**src/rtl/fec_pkg.sv**
```systemverilog
package fec_pkg;
  typedef enum logic [1:0] {
    SEL_SYNC = 2'b00,
    SEL_BOTH = 2'b01,
    SEL_A    = 2'b10,
    SEL_B    = 2'b11
  } cnt_sel_e;

  localparam logic [7:0] ADDR_FE_LO = 8'h24;
  localparam logic [7:0] ADDR_FE_HI = 8'h25;
  localparam logic [7:0] ADDR_PE_LO = 8'h26;
  localparam logic [7:0] ADDR_PE_HI = 8'h27;
endpackage

```
**src/rtl/fec_event_sel.sv**
```systemverilog
module fec_event_sel
  import fec_pkg::*;
#(
  parameter int FAS_W = 4,
  parameter int INC_W = FAS_W
) (
  input  logic             clk_i,
  input  logic             rst_ni,
  input  logic             mode_e3_i,
  input  logic [1:0]       cnt_sel_i,
  input  logic             cont_oof_i,
  input  logic             oof_i,
  input  logic             sync_loss_i,
  input  logic             fbit_err_i,
  input  logic             mbit_err_i,
  input  logic [FAS_W-1:0] fas_bit_errs_i,
  input  logic             fas_word_err_i,
  output logic [INC_W-1:0] inc_o
);
  logic     gate;
  cnt_sel_e sel;

  assign gate = oof_i && !cont_oof_i;
  assign sel  = cnt_sel_e'(cnt_sel_i);

  always_comb begin
    inc_o = '0;
    unique case (sel)
      SEL_SYNC: inc_o = INC_W'(sync_loss_i);
      SEL_BOTH: if (!gate) inc_o = mode_e3_i ? INC_W'(fas_bit_errs_i)
                                             : INC_W'(fbit_err_i) + INC_W'(mbit_err_i);
      SEL_A:    if (!gate) inc_o = mode_e3_i ? INC_W'(fas_word_err_i) : INC_W'(fbit_err_i);
      SEL_B:    if (!gate && !mode_e3_i) inc_o = INC_W'(mbit_err_i);
      default:  inc_o = '0;
    endcase
  end

  assert_e3_illegal_hold_R7: assert property (@(posedge clk_i) disable iff (!rst_ni)
    (mode_e3_i && cnt_sel_i == 2'b11) |-> (inc_o == '0));

  assert_oof_gate_R8: assert property (@(posedge clk_i) disable iff (!rst_ni)
    (oof_i && !cont_oof_i && cnt_sel_i != 2'b00) |-> (inc_o == '0));

  assert_sync_sel_R4: assert property (@(posedge clk_i) disable iff (!rst_ni)
    (cnt_sel_i == 2'b00 && !sync_loss_i) |-> (inc_o == '0));
endmodule

```
**src/rtl/fec_pbit_check.sv**
```systemverilog
module fec_pbit_check (
  input  logic clk_i,
  input  logic rst_ni,
  input  logic mode_e3_i,
  input  logic cont_oof_i,
  input  logic oof_i,
  input  logic pbit_valid_i,
  input  logic pbit_a_i,
  input  logic pbit_b_i,
  input  logic parity_calc_i,
  output logic perr_o
);
  logic mismatch;

  // pair disagreement, or agreed pair against computed parity
  assign mismatch = (pbit_a_i ^ pbit_b_i) | (pbit_a_i ^ parity_calc_i);
  assign perr_o   = pbit_valid_i && !mode_e3_i && !(oof_i && !cont_oof_i) && mismatch;

  assert_no_e3_perr_R10: assert property (@(posedge clk_i) disable iff (!rst_ni)
    mode_e3_i |-> !perr_o);

  assert_clean_pbits_R9: assert property (@(posedge clk_i) disable iff (!rst_ni)
    (pbit_a_i == pbit_b_i && pbit_a_i == parity_calc_i) |-> !perr_o);

  assert_pbit_gate_R8: assert property (@(posedge clk_i) disable iff (!rst_ni)
    (oof_i && !cont_oof_i) |-> !perr_o);
endmodule

```
**src/rtl/fec_sat_cnt.sv**
```systemverilog
module fec_sat_cnt #(
  parameter int CNT_W = 16,
  parameter int INC_W = 4
) (
  input  logic             clk_i,
  input  logic             rst_ni,
  input  logic [INC_W-1:0] inc_i,
  input  logic             clr_i,
  output logic [CNT_W-1:0] snap_o
);
  localparam logic [CNT_W-1:0] MAX_V = '1;

  logic [CNT_W-1:0] cnt_q, snap_q;
  logic [CNT_W:0]   sum;

  assign sum = {1'b0, cnt_q} + (CNT_W+1)'(inc_i);

  always_ff @(posedge clk_i or negedge rst_ni) begin
    if (!rst_ni) begin
      cnt_q  <= '0;
      snap_q <= '0;
    end else if (clr_i) begin
      snap_q <= cnt_q;
      cnt_q  <= CNT_W'(inc_i);
    end else begin
      cnt_q  <= sum[CNT_W] ? MAX_V : sum[CNT_W-1:0];
    end
  end

  assign snap_o = snap_q;

  assert_no_overflow_R11: assert property (@(posedge clk_i) disable iff (!rst_ni)
    (cnt_q == MAX_V && !clr_i) |=> (cnt_q == MAX_V));

  assert_snap_copy_R3: assert property (@(posedge clk_i) disable iff (!rst_ni)
    clr_i |=> (snap_q == $past(cnt_q) && cnt_q == CNT_W'($past(inc_i))));

  assert_snap_hold_R2: assert property (@(posedge clk_i) disable iff (!rst_ni)
    !clr_i |=> $stable(snap_q));
endmodule

```
**src/rtl/fec_perf_counters.sv**
```systemverilog
module fec_perf_counters
  import fec_pkg::*;
#(
  parameter int CNT_W = 16,
  parameter int FAS_W = 4
) (
  input  logic             clk_i,
  input  logic             rst_ni,
  input  logic             mode_e3_i,
  input  logic [1:0]       cnt_sel_i,
  input  logic             cont_oof_i,
  input  logic             oof_i,
  input  logic             sync_loss_i,
  input  logic             fbit_err_i,
  input  logic             mbit_err_i,
  input  logic [FAS_W-1:0] fas_bit_errs_i,
  input  logic             fas_word_err_i,
  input  logic             pbit_valid_i,
  input  logic             pbit_a_i,
  input  logic             pbit_b_i,
  input  logic             parity_calc_i,
  input  logic             update_i,
  input  logic [7:0]       rd_addr_i,
  output logic [7:0]       rd_data_o
);
  localparam int INC_W = (FAS_W < 2) ? 2 : FAS_W;

  logic [INC_W-1:0] fe_inc;
  logic             perr;
  logic [CNT_W-1:0] fe_snap, pe_snap;
  logic [15:0]      fe_rd, pe_rd;

  fec_event_sel #(.FAS_W(FAS_W), .INC_W(INC_W)) u_sel (
    .clk_i, .rst_ni, .mode_e3_i, .cnt_sel_i, .cont_oof_i, .oof_i,
    .sync_loss_i, .fbit_err_i, .mbit_err_i, .fas_bit_errs_i, .fas_word_err_i,
    .inc_o(fe_inc)
  );

  fec_pbit_check u_pchk (
    .clk_i, .rst_ni, .mode_e3_i, .cont_oof_i, .oof_i,
    .pbit_valid_i, .pbit_a_i, .pbit_b_i, .parity_calc_i,
    .perr_o(perr)
  );

  fec_sat_cnt #(.CNT_W(CNT_W), .INC_W(INC_W)) u_fe_cnt (
    .clk_i, .rst_ni, .inc_i(fe_inc), .clr_i(update_i), .snap_o(fe_snap)
  );

  fec_sat_cnt #(.CNT_W(CNT_W), .INC_W(1)) u_pe_cnt (
    .clk_i, .rst_ni, .inc_i(perr), .clr_i(update_i), .snap_o(pe_snap)
  );

  // read window is 16 bits wide whatever CNT_W is
  generate
    if (CNT_W >= 16) begin : g_rd_trunc
      assign fe_rd = fe_snap[15:0];
      assign pe_rd = pe_snap[15:0];
    end else begin : g_rd_ext
      assign fe_rd = 16'(fe_snap);
      assign pe_rd = 16'(pe_snap);
    end
  endgenerate

  always_comb begin
    unique case (rd_addr_i)
      ADDR_FE_LO: rd_data_o = fe_rd[7:0];
      ADDR_FE_HI: rd_data_o = fe_rd[15:8];
      ADDR_PE_LO: rd_data_o = pe_rd[7:0];
      ADDR_PE_HI: rd_data_o = pe_rd[15:8];
      default:    rd_data_o = 8'h00;
    endcase
  end

  assert_unmapped_zero_R12: assert property (@(posedge clk_i) disable iff (!rst_ni)
    (rd_addr_i[7:2] != 6'b001001) |-> (rd_data_o == 8'h00));

  assert_reset_clear_R1: assert property (@(posedge clk_i)
    $rose(rst_ni) |-> (fe_snap == '0 && pe_snap == '0));
endmodule

```
**config.mk**
```make
export PLATFORM = sky130hd
export DESIGN_NAME = fec_perf_counters
export DESIGN_NICKNAME = d
export VERILOG_FILES = /design/src/rtl/fec_pkg.sv /design/src/rtl/fec_event_sel.sv /design/src/rtl/fec_pbit_check.sv /design/src/rtl/fec_sat_cnt.sv /design/src/rtl/fec_perf_counters.sv
export SDC_FILE = /design/constraint.sdc
export NUM_CORES = 1
export LEC_CHECK = 0
export ABC_CLOCK_PERIOD_IN_PS = 2600
export BUFFER_PORTS_ARGS = -buffer_cell sky130_fd_sc_hd__buf_2
export CORE_MARGIN = 2
export CORE_UTILIZATION = 58
export DETAILED_ROUTE_END_ITERATION = 10
export PLACE_DENSITY = 0.83
export SLEW_MARGIN = 20
export SYNTH_ARGS = -nofsm -noshare
export SYNTH_HDL_FRONTEND = slang
export SYNTH_SLANG_ARGS = --single-unit
```
**constraint.sdc**
```tcl
create_clock -name clk_i -period 2.6 [get_ports clk_i]
set_input_delay 0.26 -clock clk_i [delete_from_list [all_inputs] [get_ports clk_i]]
set_output_delay 0.26 -clock clk_i [all_outputs]
set_load 0.02 [all_outputs]
```
# After elaboration in Yosys (flattened, before gate mapping)
# Cells that the tools add are included.
# op_classes
addsub	3
eq_ne	7
n_mux	11
bitwise	3
n_reduce_logical	9
# ops
op	n
$mux W16	4
$eq A8 B6 Y1 const B	4
$pmux W8 S4	1
$add A16 B1 Y17	1
$add A16 B4 Y17	1
$pmux W4 S4	1
$mux W4	3
$logic_and A1 B1 Y1	5
$eq A2 B2 Y1 const B	2
$logic_not A1 Y1	3
$add A1 B1 Y2	1
$eq A2 B1 Y1 const B	1
$logic_not A2 Y1	1
$mux W1	2
$xor A1 B1 Y1	2
$or A1 B1 Y1	1
# word_totals
regBits	64
inputBits	28
out_inout_bits	8
elab_cells	37

# Logic depth before layout (Yosys ltp)
# Gate-level depths: netlist of run 1.
# logic_depth
ltp_word	9
mapped_depth	11
depth_no_buf	11

# Hierarchy
# Synthesis of run 1 repeated with hierarchy kept, for this count alone.
# hier_totals
cells_unflattened	288
area_unflattened_um2	3453.3
# modules_own_cells
module	instances	cells_per_inst	area_each_um2	seq_area_each_um2
fec_sat_cnt (u_fe_cnt)	1	133	1561.5	800.8
fec_sat_cnt (u_pe_cnt)	1	113	1461.4	800.8
fec_perf_counters	1	20	267.8	0.0
fec_event_sel	1	17	126.4	0.0
fec_pbit_check	1	5	36.3	0.0

# Worst setup path after synthesis of run 1
# No wires, ideal clock.
# synth_path
kind	input-to-reg
startpoint	input mode_e3_i
endpoint	register u_pe_cnt.cnt_q[10]
setup_ns	0.078
arrival_time_ns	2.450
required_ns	2.522
path_slack_ns	0.072
cell_stages	10
n_path_buf	2
path_cell_list	clkbuf_1 > or4b_1 > a31oi_1 > ha_1 > ha_1 > nand4_1 > nor2_1 > nand3_1 > buf_2 > a21oi_1
# synth_between
elab_chain_len	7
# synth_lines
element	line	rtl
start, declared	fec_perf_counters.sv:9	input logic mode_e3_i,
$logic_not A1 Y1	fec_pbit_check.sv:17	assign perr_o = pbit_valid_i && !mode_e3_i && !(oof_i && !cont_oof_i) && mismatch;
$logic_and A1 B1 Y1 (3 in a row)	fec_pbit_check.sv:17	
$add A16 B1 Y17	fec_sat_cnt.sv:16	assign sum = {1'b0, cnt_q} + (CNT_W+1)'(inc_i);
$mux W16	fec_sat_cnt.sv:26	cnt_q <= sum[CNT_W] ? MAX_V : sum[CNT_W-1:0];
$mux W16	fec_sat_cnt.sv:22	end else if (clr_i) begin
end signal, assigned	fec_sat_cnt.sv:24	cnt_q <= CNT_W'(inc_i);
end signal, assigned	fec_sat_cnt.sv:26	
end, declared	fec_sat_cnt.sv:13	logic [CNT_W-1:0] cnt_q, snap_q;
# Every way passes these cells.
# A chain may end at the register's enable or synchronous reset.

# Worst setup path after layout of run 1
# layout_path
startpoint	input fbit_err_i
endpoint	register u_fe_cnt.cnt_q[14]
# layout_between
elab_chain_len	7
elab_cells_between_ends	9
classes_between	2 x add/sub; 7 x mux
# layout_lines
element	line	rtl
start, declared	fec_perf_counters.sv:14	input logic fbit_err_i,
$add A1 B1 Y2	fec_event_sel.sv:31	: INC_W'(fbit_err_i) + INC_W'(mbit_err_i);
$mux W4 (2 in a row)	fec_event_sel.sv:30	SEL_BOTH: if (!gate) inc_o = mode_e3_i ? INC_W'(fas_bit_errs_i)
$pmux W4 S4 (*)	fec_event_sel.sv:28	unique case (sel)
$add A16 B4 Y17 (*)	fec_sat_cnt.sv:16	
$mux W16 (*)	fec_sat_cnt.sv:26	
$mux W16 (*)	fec_sat_cnt.sv:22	
end signal, assigned	fec_sat_cnt.sv:24	
end signal, assigned	fec_sat_cnt.sv:26	
end, declared	fec_sat_cnt.sv:13	
# Every way passes the cells marked *; elsewhere a longest branch is shown, timed or not.

==> impl_metrics.ini, run 1 <==
[global_route]
grt_pass1_wl_um = 12200
track_usage_pct = 25.5
antenna_found_initial = 0
grt_pass1_vias = 2581
grt_overflow = 0
grt_max_degree = 65

[drt]
via_per_inst = 6.05
num_vias = 2481
first_pass_iters = 4
antenna_left = 0
drc = 0
wl_per_cell_um = 17.3
drt-total-wl_um = 7080
drt_iter0_markers = 101

[logic_synthesis]
synthMuxAreaShare_pct = 17.2
synthXorXnorAreaFrac_pct = 3.16
synth_nets = 324
synth_fa_ha_area_share_pct = 3.23
synth-edff-count = 0
synth-simple-area-share_pct = 13.3
async_reset_ff_share_pct = 100
synth_top_family_by_area = multiplexers
synth-compound-area-share_pct = 12.4
ys_warn_count = 0
synth_seq_cells = 64
synth_cells = 288
synth_area_mm2 = 0.00333
seq_area_frac_synth_pct = 48.1
ys_types = 50
postSynthAreaPerCell_um2 = 11.6
synth_ff_type = dfrtp_1

[critical_path]
required_ns = 2.85
critPathKind = in2reg
arrival_ns = 2.60
cp-end-kind = flip-flop
crit_path_start_kind = input pin
reg2reg_depth = 6
worstPathMaxFanout = 5

[placed_design]
postPlaceCellArea_mm2 = 0.00364
io_buffers = 35
gp_congestion = 0.819
dp.cells = 395
hpwl_um = 5010
dp_worst_setup_slack_ns = -0.0778

[cts]
clock_path_buffers = 2
postCtsHoldBufs = 0
root_buffer = clkbuf_8
post_cts_buffers = 0
numCtsBuffers = 9
htree_levels = 3
cts_resized = 0
cts.sinks = 64
cts_tree = yes
cts.clk_slew.worst_paths_ns = 0.07
clk_latency_ns = 0.34

[layout]
drive_gt1_share_pct = 31.4
final_common_cell = dfrtp_1
stdcell_area_mm2 = 0.00380
synthToLayoutAreaGrowth_pct = 14.0
nFillCells = 412
diodes = 0
final_cell_count_no_fill = 410
layout_common_cells = dfrtp_1, buf_2, mux2_2, a21oi_1, buf_4
nets = 370
fin_util_pct = 68.5

[floorplanning]
coreArea_mm2 = 0.00554
die_area_mm2 = 0.00636
num_rows = 27
start_util_pct = 60.1
ios = 36
die_h_um = 79.8
chipWidth_um = 79.8

[sta]
report.final.slew_viol_count = 0
layout_min_cycle_time_ns = 2.35
tightest_slew_ns = 0.792
max_freq_mhz = 425
grt_setup_unrepaired = false
finalWorstSetupSlack_ns = 0.246
clock_skew_ns = 0.00980
setup-violations-final = 0
fin_crit_sh_pct = 90.6
maxSlewHeadroom_pct = 47.2
final_hold_viol_count = 0

[pwr]
swShare_pct = 24.9
pwr-share-clk_pct = 36.7
peakVddDrop_v = 0.000403
cellPowerDensity_mw_per_mm2 = 506
p_int_uw = 1440
netSwitchingPower_uw = 478
combPwrFrac_pct = 9.2
total_power_uw = 1920
seq_power_share_pct = 54.1
p_leak_uw = 0.00177

[outcome]
outcome = complete, no violations

[flow_run]
drv_cap = 0

[worst_hold_path]
hold_class = in2async
-- logic make-up after synthesis --
kind of cell,Yosys count
buf+inv,22
simple gates,75
xor+xnor,12
fa+ha+maj,8
flops,64
mux,43
compound gates,64
-- through the flow --
stage | hold slack, ns | setup TNS (ns)
after floorplan | -0.0356 | 0
after global placement | 0.473 | 0
after detailed placement | 0.481 | -0.213
after CTS | 0.107 | 0
after global routing | 0.132 | 0
final | 0.0778 | 0
-- registers in the layout, summed over array words and instances (netlist names) --
signal,cells
u_fe_cnt.cnt_q,16
u_pe_cnt.snap_o,16
u_pe_cnt.cnt_q,16
u_fe_cnt.snap_o,16
-- synthesized netlist by cell type, types with 2 or more instances --
| cell | n | area (um2) |
|---|---|---|
| dfrtp_1 | 64 | 1600 |
| nand4_1 | 5 | 31.3 |
| a2bb2oi_1 | 2 | 17.5 |
| nor2b_1 | 12 | 75.1 |
| inv_1 | 8 | 30.0 |
| mux2_2 | 33 | 372 |
| xnor2_1 | 9 | 78.8 |
| and3_1 | 6 | 37.5 |
| clkbuf_1 | 10 | 37.5 |
| a21oi_1 | 23 | 115 |
| a21o_1 | 5 | 37.5 |
| nor2_1 | 8 | 30.0 |
| nor3_1 | 5 | 25.0 |
| mux4_2 | 8 | 180 |
| nand2b_1 | 2 | 12.5 |
| a31oi_1 | 12 | 75.1 |
| nand2_1 | 9 | 33.8 |
| o21ai_0 | 5 | 25.0 |
| o31ai_1 | 2 | 15.0 |
| mux2i_1 | 2 | 20.0 |
| a211oi_1 | 3 | 22.5 |
| or3_1 | 4 | 25.0 |
| nand3b_1 | 2 | 15.0 |
| ha_1 | 7 | 87.6 |
| nand3_1 | 11 | 55.1 |
| xor2_1 | 3 | 26.3 |
| buf_2 | 3 | 15.0 |
| o21a_1 | 3 | 22.5 |
-- path summary, 6_finish.rpt --
kind	end	from	slack [ns]
max	u_fe_cnt.cnt_q[14]	fbit_err_i	0.25
min	u_fe_cnt.cnt_q[1]	rst_ni	0.08
max reg2reg	u_fe_cnt.cnt_q[14]	u_fe_cnt.cnt_q[0]	0.60
min reg2reg	u_fe_cnt.snap_o[2]	u_fe_cnt.snap_o[2]	0.51
max in group asynchronous	u_fe_cnt.cnt_q[4]	rst_ni	2.00
min in group clk_i	u_fe_cnt.cnt_q[0]	cnt_sel_i[0]	0.26
-- layout make-up --
cell class              count  area [um2]  area share [%]
clock inverters             4        22.5           0.593
flip-flops and latches     64        1600            42.2
well taps                  72        90.1            2.37
clock buffers              11         131            3.46
repair buffers             49         280            7.38
multi-input cells         202        1640            43.2
inverters                   8        30.0           0.791
-- critical path, stage by stage --
cell,delay [ns]
buf_2,0.10
ha_1,0.26
mux2i_1,0.06
o21ai_0,0.15
nand3_1,0.12
nand2_1,0.10
ha_1,0.21
fa_1,0.23
nand3_1,0.19
a211oi_1,0.51
a21oi_1,0.12
a311oi_1,0.27
-- metal layers --
| metal | GRT usage (%) | wire length [um] |
|---|---|---|
| met5 | 0 | 0 |
| met4 | 7.46 | 66 |
| met3 | 7.69 | 251 |
| met2 | 42.1 | 3660 |
| met1 | 32.8 | 3100 |
-- power by group through the flow --
stage                     sequential (uW)  combinational [uW]  clock (uW)
after floorplan                      1050                 115           0
after global placement               1060                 173           0
after detailed placement             1060                 178           0
after CTS                            1040                 179         721
after global routing                 1040                 200         768
final                                1040                 178         705
(Power assumes the default switching activity.)
==> inputs of run 2 (changes only) <==
--- a/config.mk
+++ b/config.mk
@@ -5,12 +5,12 @@
 export SDC_FILE = /design/constraint.sdc
 export NUM_CORES = 1
 export LEC_CHECK = 0
-export ABC_CLOCK_PERIOD_IN_PS = 2600
+export ABC_CLOCK_PERIOD_IN_PS = 2750
 export BUFFER_PORTS_ARGS = -buffer_cell sky130_fd_sc_hd__buf_2
 export CORE_MARGIN = 2
-export CORE_UTILIZATION = 58
+export CORE_UTILIZATION = 63
 export DETAILED_ROUTE_END_ITERATION = 10
-export PLACE_DENSITY = 0.83
+export PLACE_DENSITY = 0.89
 export SLEW_MARGIN = 20
 export SYNTH_ARGS = -nofsm -noshare
 export SYNTH_HDL_FRONTEND = slang
==> constraint.sdc (replaced) <==
create_clock -name clk_i -period 2.75 [get_ports clk_i]
set_input_delay 0.275 -clock clk_i [delete_from_list [all_inputs] [get_ports clk_i]]
set_output_delay 0.275 -clock clk_i [all_outputs]
set_load 0.02 [all_outputs]
==> run 2 against run 1 <==
  * Sequential power fell by 5%
  * Critical path depth fell by 1
  * First-iteration DRC count rose by 55%
  * Power fell by 6.8%
  * Clock power fell by 10%
  * Clock skew fell by 0.0046 ns
  * Utilization rose by 5.4 points
  * Critical endpoint is now u_fe_cnt.cnt_q[11]
  * Via count rose by 1.0%
  * Clock-buffer cell count did not move
==> impl_metrics.ini, run 2 (same netlist as run 1, synthesis figures left out) <==
[outcome]
outcome = complete, no violations

[cts]
cts.clk_slew.worst_paths_ns = 0.06
post_cts_buffers = 0
cts_tree = yes
clock_path_buffers = 2
htree_levels = 3
numCtsBuffers = 9
clk_latency_ns = 0.33
root_buffer = clkbuf_8
cts.sinks = 64

[layout]
synthToLayoutAreaGrowth_pct = 13.4
nets = 369
multi_input_area_mm2 = 0.00164
seqCellArea_mm2 = 0.00160
diodes = 0
nFillCells = 348
drive_gt1_share_pct = 30.4
fin_util_pct = 74.0
layout_common_cells = dfrtp_1, buf_2, mux2_2, a21oi_1
final_common_cell = dfrtp_1

[sta]
final_hold_viol_count = 0
report.final.slew_viol_count = 0
setup-violations-final = 0
layout_min_cycle_time_ns = 2.46
maxSlewHeadroom_pct = 61.4
grt_setup_unrepaired = false
max_freq_mhz = 406
tightest_slew_ns = 0.578
clock_skew_ns = 0.00520
fin_crit_sh_pct = 89.5
holdWs_ns = 0.278

[drt]
first_pass_iters = 5
antenna_left = 0
wl_per_cell_um = 18.0
num_vias = 2507
drt_iter0_markers = 157
drt-total-wl_um = 7310
via_per_inst = 6.19
drc = 0

[global_route]
antenna_found_initial = 0
grt_pass1_vias = 2676
grt_max_degree = 41
grt_pass1_wl_um = 12600
grt_overflow = 0
track_usage_pct = 27.3

[placed_design]
gp_congestion = 0.848
io_buffers = 35
hpwl_um = 5330

[floorplanning]
coreArea_mm2 = 0.00511
start_util_pct = 65.2
die_h_um = 76.7
chipWidth_um = 76.7
ios = 36
num_rows = 26
die_area_mm2 = 0.00588

[pwr]
pwr-share-clk_pct = 35.3
combPwrFrac_pct = 9.7
swShare_pct = 24.2
netSwitchingPower_uw = 433
p_leak_uw = 0.00176
peakVddDrop_v = 0.000282
cellPowerDensity_mw_per_mm2 = 474
p_int_uw = 1360
seq_power_share_pct = 55.0

[critical_path]
required_ns = 2.96
rrSetupSlack_ns = 0.68
critPathKind = in2reg
cp-end-kind = flip-flop
worstPathMaxFanout = 7
arrival_ns = 2.68
crit_path_start_kind = input pin

[flow_run]
drv_cap = 0

[worst_hold_path]
hold_class = in2reg
[run 2: cell types whose count changed in the layout (fill, tap and decap cells not counted), sizes merged]
cell,previous run,this run
clkinvlp,1,0
dlygate4sd3,0,1
buf,49,47
clkinv,3,2
[run 2: metal layers]
metal  vias up  track usage, %  part of all wire, %
met2        73            45.9                   52
met5         -               0                    0
met3        13            4.00                  4.5
met1      1252            35.5                   42
li1       1169               -                    -
met4         0            11.6                  1.5
[run 2: critical path: stages]
cell	delay [ns]
buf_2	0.11
nor2b_1	0.13
nor3b_1	0.43
nor2b_1	0.33
buf_4	0.17
ha_1	0.23
a211o_1	0.30
a21oi_1	0.17
buf_4	0.17
nor2_1	0.05
a211oi_1	0.31
[run 2: final cells by class]
class	instances	share of cell area [%]
multi-input combinational	202	43.5
sequential	64	42.4
timing repair buffer	48	7.29
clock buffer	11	3.48
tap	70	2.32
inverter	8	0.795
clock inverter	2	0.265
[run 2: final timing paths]
kind	from	end	cells after the start
min in group asynchronous	rst_ni	u_fe_cnt.cnt_q[9]	2
hold reg to reg	u_pe_cnt.snap_o[10]	u_pe_cnt.snap_o[10]	1
setup reg to reg	u_fe_cnt.cnt_q[3]	u_fe_cnt.cnt_q[2]	5
hold / removal	cnt_sel_i[0]	u_fe_cnt.cnt_q[0]	3
setup / recovery	oof_i	u_fe_cnt.cnt_q[11]	11
max in group asynchronous	rst_ni	u_pe_cnt.cnt_q[14]	3
[run 2: power groups by stage]
stage               clock network (uW)  logic, uW  registers, uW
finish                             632        174            985
global route                       682        193            986
CTS                                644        175            984
detailed placement                   0        172           1000
global placement                     0        163            999
floorplan                            0        109            994
[run 2: timing repair]
item / in CTS / in global routing
hold buffers: 1 / 0
endpoints found under the hold margin: 24 / 0
gates resized for setup: 0 / 0
[run 2: through the flow]
| step | instance area (um2) | setup TNS [ns] | total power (uW) | setup WS, ns | cells |
|---|---|---|---|---|---|
| global route | 3780 | 0 | 1860 | 0.0957 | 405 |
| finish | 3780 | 0 | 1790 | 0.288 | 405 |
| detailed placement | 3630 | -0.00643 | 1170 | -0.00643 | 391 |
| CTS | 3780 | 0 | 1800 | 0.320 | 405 |
| global placement | 3630 | 0 | 1160 | 0.105 | 391 |
| floorplan | 3330 | 0 | 1100 | 0.207 | 288 |
==> inputs of run 3 (changes only) <==
--- a/config.mk
+++ b/config.mk
@@ -10,6 +10,7 @@
 export CORE_MARGIN = 2
 export CORE_UTILIZATION = 63
 export DETAILED_ROUTE_END_ITERATION = 10
+export MAX_ROUTING_LAYER = met4
 export PLACE_DENSITY = 0.89
 export SLEW_MARGIN = 20
 export SYNTH_ARGS = -nofsm -noshare
==> run 3 against run 2 <==
  * Clock power barely moved
  * Via count grew 0.72%
  * Clock skew barely moved
  * Non-clock buffer count is the same
  * Utilization did not move
  * Worst setup slack lost 0.032 ns
  * Sequential power about the same
  * Sequential cell count stayed put
  * Global-route usage increased by 0.85 points
  * Sequential share of layout area stayed put
  * Wire length rose by 0.45%
  * Power about the same
  * Critical path type unchanged
  * Critical endpoint unchanged
  * Largest cell class unchanged
==> impl_metrics.ini, run 3 (same netlist as run 1, synthesis figures left out) <==
[flow_run]
drv_cap = 0

[cts]
cts.clk_slew.worst_paths_ns = 0.06
postCtsHoldBufs = 1
htree_levels = 3
cts.sinks = 64
clock_path_buffers = 2
cts_tree = yes
cts_resized = 0
clk_latency_ns = 0.33
numCtsBuffers = 9
post_cts_buffers = 0
root_buffer = clkbuf_8

[critical_path]
required_ns = 2.96
startpoint = oof_i
critPathKind = in2reg
cp-end-kind = flip-flop
reg2reg_from = u_fe_cnt.cnt_q[0]
worstPathMaxFanout = 7
arrival_ns = 2.70
crit_path_start_kind = input pin

[layout]
synthToLayoutAreaGrowth_pct = 13.4
seqCellArea_mm2 = 0.00160
final_common_cell = dfrtp_1
drive_gt1_share_pct = 30.4
diodes = 0
layout_common_cells = dfrtp_1, buf_2, mux2_2, a21oi_1
nFillCells = 348
final_cell_count_no_fill = 405
nets = 369
multi_input_area_mm2 = 0.00164

[sta]
fin_crit_sh_pct = 90.7
final_hold_viol_count = 0
report.final.slew_viol_count = 0
holdWs_ns = 0.277
max_freq_mhz = 401
tightest_slew_ns = 0.576
setup-violations-final = 0
grt_setup_unrepaired = false
layout_min_cycle_time_ns = 2.49
clock_skew_ns = 0.00485
maxSlewHeadroom_pct = 61.6

[global_route]
grt_pass1_vias = 2676
grt_overflow = 0
track_usage_pct = 28.1
grt_use_met1_pct = 35.6
antenna_found_initial = 0
gr-usage-met3_pct = 4.00
grt_use_met2_pct = 46.0
grt_pass1_wl_um = 12600
busiest_layer = met2
grt_max_degree = 41

[floorplanning]
coreArea_mm2 = 0.00511
num_rows = 26
start_util_pct = 65.2
die_area_mm2 = 0.00588
ios = 36
die_h_um = 76.7
chipWidth_um = 76.7

[pwr]
seq_power_share_pct = 55.0
combPwrFrac_pct = 9.7
cellPowerDensity_mw_per_mm2 = 474
pwr-share-clk_pct = 35.2
p_leak_uw = 0.00176
swShare_pct = 24.1
netSwitchingPower_uw = 431
peakVddDrop_v = 0.000282
p_int_uw = 1360

[drt]
drt_iter0_markers = 142
drt-total-wl_um = 7340
num_vias = 2525
antenna_left = 0
first_pass_iters = 5
via_per_inst = 6.23
drc = 0
wl_per_cell_um = 18.1

[placed_design]
gp_congestion = 0.861
dp.cells = 391
io_buffers = 35
hpwl_um = 5330

[outcome]
outcome = complete, no violations

[worst_hold_path]
hold_class = in2reg
hp-start = cnt_sel_i[0]
[run 3: cell counts in the layout (fill, tap and decap cells not counted)]
No cell type changed its count.
[run 3: final timing paths]
check / cells past startpoint / slack [ns] / to
min: 3 / 0.28 / u_fe_cnt.cnt_q[0]
max reg2reg: 5 / 0.70 / u_fe_cnt.cnt_q[11]
max: 11 / 0.26 / u_fe_cnt.cnt_q[11]
min reg2reg: 1 / 0.50 / u_pe_cnt.snap_o[10]
min in group asynchronous: 2 / 0.49 / u_fe_cnt.cnt_q[9]
max in group asynchronous: 3 / 1.34 / u_pe_cnt.cnt_q[14]
[run 3: layout make-up]
type                    count  area share, %
multi-input cells         202           43.5
flip-flops and latches     64           42.4
repair buffers             48           7.29
clock buffers              11           3.48
well taps                  70           2.32
inverters                   8          0.795
clock inverters             2          0.265
[run 3: routing by layer]
metal,share of wire (%),wire length [um]
met3,4.9,362
met4,2.0,145
met5,0,0
met1,41,3000
met2,52,3840
[run 3: critical path, cell delays in order]
cell and delay, ns:
buf_2 0.11, nor2b_1 0.13, nor3b_1 0.45, nor2b_1 0.34, buf_4 0.17, ha_1 0.23, a211o_1 0.30, a21oi_1 0.17
buf_4 0.17, nor2_1 0.05, a211oi_1 0.31
[run 3: through the flow]
step	utilization [%]	total power, uW	setup TNS [ns]	setup slack (ns)	instance area, um2
2_1_floorplan	-	1100	0	0.207	3330
3_3_place_gp	71.0	1160	0	0.105	3630
3_5_place_dp	71.0	1170	-0.00643	-0.00643	3630
4_1_cts	74.0	1800	0	0.320	3780
5_1_grt	74.0	1860	0	0.0956	3780
6_report	74.0	1790	0	0.256	3780
[run 3: power by group through the flow]
stage	registers, uW	clock network [uW]	logic, uW
final	985	631	174
after floorplan	994	0	109
after detailed placement	1000	0	172
after global placement	999	0	163
after global routing	986	682	193
after CTS	984	644	175
